$ cat src/rtl/crm_pfc_ctrl.sv
module crm_pfc_ctrl #(
  parameter int BLANK_CYC = 28,
  parameter int WDOG_CYC  = 45000
) (
  input  logic clk,
  input  logic rst_n,
  input  logic enable_i,
  input  logic zcd_arm_i,
  input  logic zcd_low_i,
  input  logic cs_over_i,
  input  logic ramp_match_i,
  input  logic ramp_peak_i,
  input  logic ovp_i,
  input  logic uvp_i,
  output logic drive_o,
  output logic ramp_dis_o,
  output logic first_pulse_o
);
  localparam int BW = $clog2(BLANK_CYC + 1);
  localparam int WW = $clog2(WDOG_CYC + 1);

  logic [7:0] s1, s2;
  logic [1:0] zcd_prev;
  logic en_s, uvp_s, ovp_s, peak_s, match_s, cs_s, low_s, arm_s;
  logic armed_q, drive_q, seen_q, first_q;
  logic [BW-1:0] blank_cnt;
  logic [WW-1:0] wd_cnt;

  always_ff @(posedge clk or negedge rst_n)
    if (!rst_n) begin
      s1 <= '0;
      s2 <= '0;
      zcd_prev <= '0;
    end else begin
      s1 <= {enable_i, uvp_i, ovp_i, ramp_peak_i, ramp_match_i, cs_over_i, zcd_low_i, zcd_arm_i};
      s2 <= s1;
      zcd_prev <= {low_s, arm_s};
    end

  assign {en_s, uvp_s, ovp_s, peak_s, match_s, cs_s, low_s, arm_s} = s2;

  wire arm_rise   = arm_s & ~zcd_prev[0];
  wire trig_rise  = low_s & ~zcd_prev[1];
  wire active     = en_s & ~uvp_s;
  wire wd_done    = (wd_cnt == WW'(WDOG_CYC));
  wire blank_done = (blank_cnt == BW'(BLANK_CYC));
  wire kill       = match_s | peak_s;
  wire start      = active & ~ovp_s & ~drive_q & ~kill & ((armed_q & trig_rise) | wd_done);
  wire stop       = drive_q & (~active | kill | (cs_s & blank_done));

  always_ff @(posedge clk or negedge rst_n)
    if (!rst_n) begin
      armed_q   <= 1'b0;
      drive_q   <= 1'b0;
      blank_cnt <= '0;
      wd_cnt    <= '0;
      seen_q    <= 1'b0;
      first_q   <= 1'b0;
    end else begin
      if (trig_rise || !active) armed_q <= 1'b0;
      else if (arm_rise)        armed_q <= 1'b1;

      if (start)     drive_q <= 1'b1;
      else if (stop) drive_q <= 1'b0;

      if (start)                      blank_cnt <= '0;
      else if (drive_q && !blank_done) blank_cnt <= blank_cnt + 1'b1;

      if (!active || start) wd_cnt <= '0;
      else if (!wd_done)    wd_cnt <= wd_cnt + 1'b1;

      if (!en_s)      seen_q <= 1'b0;
      else if (start) seen_q <= 1'b1;
      first_q <= start & ~seen_q;
    end

  assign drive_o       = drive_q;
  assign ramp_dis_o    = ~drive_q;
  assign first_pulse_o = first_q;

  AST_BLANK_HOLD: assert property (@(posedge clk) disable iff (!rst_n)
    (drive_q && !blank_done && !kill && active) |=> drive_q);
  AST_OVP_NO_START: assert property (@(posedge clk) disable iff (!rst_n)
    (ovp_s && !drive_q) |=> !drive_q);
  AST_UVP_OFF: assert property (@(posedge clk) disable iff (!rst_n)
    (!en_s || uvp_s) |=> !drive_q);
  AST_STOP_WINS: assert property (@(posedge clk) disable iff (!rst_n)
    (!drive_q && kill) |=> !drive_q);
  AST_FIRST_ONE: assert property (@(posedge clk) disable iff (!rst_n)
    first_pulse_o |=> !first_pulse_o);
  AST_FIRST_ROSE: assert property (@(posedge clk) disable iff (!rst_n)
    first_pulse_o |-> $rose(drive_q));
  AST_START_CAUSE: assert property (@(posedge clk) disable iff (!rst_n)
    $rose(drive_q) |-> $past(armed_q || wd_done));
endmodule

$ cat config.mk
export PLATFORM = sky130hd
export DESIGN_NAME = crm_pfc_ctrl
export DESIGN_NICKNAME = d
export VERILOG_FILES = /design/src/rtl/crm_pfc_ctrl.sv
export SDC_FILE = /design/constraint.sdc
export NUM_CORES = 1
export LEC_CHECK = 0
export CORE_UTILIZATION = 25
export CTS_BUF_LIST = sky130_fd_sc_hd__clkbuf_4 sky130_fd_sc_hd__clkbuf_8
export CTS_CLUSTER_SIZE = 40
export DETAILED_ROUTE_END_ITERATION = 10
export HOLD_SLACK_MARGIN = 0.1
export MAX_ROUTING_LAYER = met4
export REMOVE_ABC_BUFFERS = 1
export SYNTH_ARGS = -nofsm -noshare
export SYNTH_HDL_FRONTEND = slang
export SYNTH_SLANG_ARGS = --single-unit
$ cat constraint.sdc
create_clock -name clk -period 1.81 [get_ports clk]
set_input_delay 0.2715 -clock clk [delete_from_list [all_inputs] [get_ports clk]]
set_output_delay 0.2715 -clock clk [all_outputs]
set_load 0.02 [all_outputs]
# After elaboration in Yosys (flattened, before gate mapping)

Index checks and enable logic that the tools add are counted.

Add/subtract/negate cells: 2
Equality and inequality tests: 4
Multiplexer cells: 10
Bitwise operators: 23
Reductions and logical operators: 8

Operator list:

| kind                                                                     | count |
|---|---|
| 16-bit 2-to-1 mux                                                        | 2 |
| 16-bit by 1-bit adder with 16-bit output (second input constant)         | 1 |
| 16-bit == test (second input constant)                                   | 1 |
| 1-bit AND                                                                | 11 |
| 5-bit 2-to-1 mux                                                         | 2 |
| 1-bit inverter                                                           | 8 |
| 1-bit 2-to-1 mux                                                         | 6 |
| 2-bit nonzero test                                                       | 3 |
| 5-bit by 1-bit adder with 5-bit output (second input constant)           | 1 |
| 5-bit == test (second input constant)                                    | 1 |
| 2-bit by 1-bit inequality test with 1-bit output (second input constant) | 2 |
| 1-bit OR                                                                 | 4 |
| 1-bit zero test                                                          | 2 |
| 1-bit logical OR                                                         | 2 |
| 1-bit logical AND                                                        | 1 |

Bits in registers: 43
Bits of input ports: 10

# Logic depth before layout (Yosys ltp)

Depth after elaboration: 8
Gate-level depth with buffers: 8
Gate-level depth less buffers: 6

# Worst setup path after synthesis

OpenSTA, ideal clock, no wires.

Path kind: register to register
Start: reg wd_cnt[0]
End: reg wd_cnt[10]
Arrival time: 1.883 ns
Setup slack: -0.192 ns
Cell stages (with the launch flop): 9
Path buffers: 2
Cell sequence: dfrtp_1 > inv_1 > ha_1 > or3b_1 > or4_1 > buf_6 > o211ai_4 > buf_6 > nor2_1

Longest elaborated chain between the ends: 5
Elaborated cells between the ends (all ways): 8

Ends and longest elaborated chain:

| element                                                                                          | line | RTL |
|---|---|---|
| from (decl)                                                                                      | 27   | `logic [WW-1:0] wd_cnt;` |
| from (signal assigned)                                                                           | 70   | `else if (!wd_done) wd_cnt <= wd_cnt + 1'b1;` |
| parallel branches: the longest is 5 deep, another holds 16-bit by 1-bit adder with 16-bit output | -    |  |

Several ways; the timed one is not identified. The select of a mux whose other input is x is not followed.
A chain may end at the register's enable or synchronous reset.

# Worst setup path in the final report

Start: reg wd_cnt[0]
End: reg wd_cnt[4]

Same word-level chain as after synthesis.

==> run summary <==
maximum VDD drop - 0.000571 V
CP Max Fanout - 16
Critical Path Source Type - flip-flop
Hold Fails Final Rpt - 0
H-Tree Depth - 2
Die Span Y - 86.5 µm
Final Instance Area - 2320 µm²
starting DRC count in detailed routing - 33
largest net degree at the start of global routing - 25
status - complete, but fails checks
Area Growth Syn to Fin - 30.0%
Finished Layout Cells - 287
Clock Skews - 0.0107 ns
routed len/inst - 9.91 µm
DP Wirelength - 2.08 mm
nets - 204
pre-CTS setup slack - -0.177 ns
Final WS setup - -0.0857 ns
Placed Area - 2160 µm²
Starting Density - 26.1%
crit path capture type - flip-flop
routed wire length - 2.84 mm
slew margin rel. - 69.8%
Ant. Diodes - 0
TritonCTS buffer count - 5
io pins - 13
GP Congestion - 0.746
die area - 7470 µm²
min cycle time layout - 1.90 ns
Pwr per Cell Area - 785 nW/µm²
Buffers on Ports - 12
Layout fillers - 701
Hold WC Path Type - reg2reg
first-pass GRT wire length - 5.36 mm
CP max-delay cell - or4_4
dominant cell type by area after synthesis - dfrtp_1
Overall Power - 1.82 mW
Hold WS - 0.354 ns
clock root cell - clkbuf_8
crit path cell chain - inv_1 -> ha_1 -> or3b_1 -> or4_4 -> o211ai_4 -> buf_12 -> nor2_1
Slew @ Worst Pin - 0.452 ns
synth cell count leaders - dfrtp_1 (43), nor2_1 (22), xnor2_1 (13)
Placement Rows - 30
placed insts - 276
fmax - 528 MHz
final setup fails - 21
vias in the first global route - 1224
Critical Path AT - 2.08 ns
clock latency on the worst-skew pair - 0.30 ns
number of flops mapped to enable cells by yosys - 0
Distinct cells, synth - 33
die width - 86.5 µm
Synth async-reset ratio - 100%
Tot GR Track Use - 9.66%
CTS Buffer Depth - 2
Worst-path clk slew - 0.08 ns
final design utilization - 33.9%
Synth area leaders - dfrtp_1 (60%), xnor2_1 (6.4%), nor2_1 (4.6%)
Post-route DRC - 0
drt pass-1 iters - 4
layout cell share with drive strength beyond 1 - 20.4%
number of max-slew violations in the final report - 0
initial antenna violation count - 0
Synth Area per Inst - 11.7 µm²
routed vias - 1172
CP Data Required Time - 1.99 ns
Syn Inst Count - 152
max_cap viols - 0
Final TNS setup - -1.40 ns
register area share after synthesis - 60.4%
Core Area - 6830 µm²
violations in the final reports - setup timing
drt via density - 4.08
clock net sink count - 43
Synth Cell Area - 1780 µm²
synth warn - 0
post-route clock period utilization - 105%
RSZ-0062 raised after global routing - true
ys flop type - dfrtp_1
top cell type's share of synthesized area - 60.4%
post-route ant nets - 0
static leakage - 0.965 nW
CTS tree - yes
grt total ovfl - 0
WS Path Type - reg2reg
top-count cell post-synth - dfrtp_1
synthesized flop and latch total - 43
max incr delay on CP - 0.47 ns
==> layout by cell type, fill, tap and decap left out, types with 2 or more instances in the layout <==
| cell type | instances |
|---|---|
| nor4_1 | 3 |
| buf_6 | 2 |
| ha_1 | 4 |
| xor2_1 | 4 |
| nand2_1 | 7 |
| a21oi_2 | 2 |
| dfrtp_1 | 43 |
| nor3_1 | 5 |
| buf_4 | 16 |
| nor2_1 | 22 |
| clkdlybuf4s50_1 | 10 |
| nand4_1 | 6 |
| nor2b_1 | 3 |
| buf_12 | 2 |
| inv_1 | 9 |
| or4_4 | 2 |
| nand3_1 | 8 |
| xnor2_1 | 13 |
| clkbuf_8 | 5 |
| nand3b_1 | 2 |
==> report_power, final <==
part           total, mW  internal, mW  leakage [nW]  switching, mW
clock              0.749         0.418        0.0587          0.332
combinational     0.0776        0.0403         0.349         0.0373
sequential         0.992         0.983         0.558        0.00917
==> metal layers <==
metal  GRT usage, %  routed length [µm]  vias to the layer above
li1               -                   -                      589
met1           11.3                1340                      564
met2           15.1                1350                       13
met3           2.86                  80                        6
met4           5.00                  65                        0
met5              -                   0                        -
==> registers in the layout, indices dropped and copies added, names as in the netlist <==
signal,count
first_pulse_o,1
wd_cnt,16
seen_q,1
s1,8
zcd_prev,2
armed_q,1
blank_cnt,5
drive_o,1
s2,8
==> critical path, delay by kind of cell (launching register included) <==
kind	cells	cell delay, ns
AOI/OAI and AO/OA	1	0.20
adders and majority gates	1	0.12
buffers and inverters	2	0.22
DFF	1	0.38
and+or+nand+nor	3	0.86
==> cell families after synthesis <==
group / synth area share (%)
and+or+nand+nor: 20.1
DFF: 60.4
xor gates and xnor gates: 8.35
buffers and inverters: 3.16
AOI/OAI and AO/OA: 4.70
adders and majority gates: 2.81
muxes: 0.561
==> area by class of cell <==
| class | instances | area (µm²) | area share, % |
|---|---|---|---|
| clock inverters | 3 | 47.5 | 2.05 |
| clock buffers | 5 | 68.8 | 2.97 |
| flip-flops and latches | 43 | 1080 | 46.4 |
| well taps | 96 | 120 | 5.18 |
| multi-input cells | 98 | 666 | 28.7 |
| inverters | 9 | 33.8 | 1.46 |
| repair buffers | 33 | 307 | 13.2 |
==> path summary, 6_finish.rpt <==
| kind | start | to | slack (ns) | cells after the start |
|---|---|---|---|---|
| max reg2reg | wd_cnt[0] | wd_cnt[4] | -0.09 | 7 |
| max | wd_cnt[0] | wd_cnt[4] | -0.09 | 7 |
| min in group asynchronous | rst_n | s2[2] | 0.44 | 2 |
| min | s1[3] | s2[3] | 0.35 | 0 |
| min reg2reg | s1[3] | s2[3] | 0.35 | 0 |
| max in group asynchronous | rst_n | wd_cnt[9] | 0.89 | 3 |
==> repair_timing <==
action                                 in CTS  in global routing
hold buffers                                1                  0
pin swaps                                   3                  1
buffers inserted                            0                  2
resized for setup                           3                  4
setup endpoints to repair                  25                 24
endpoints found under the hold margin      19                  0
(Power assumes the default switching activity.)
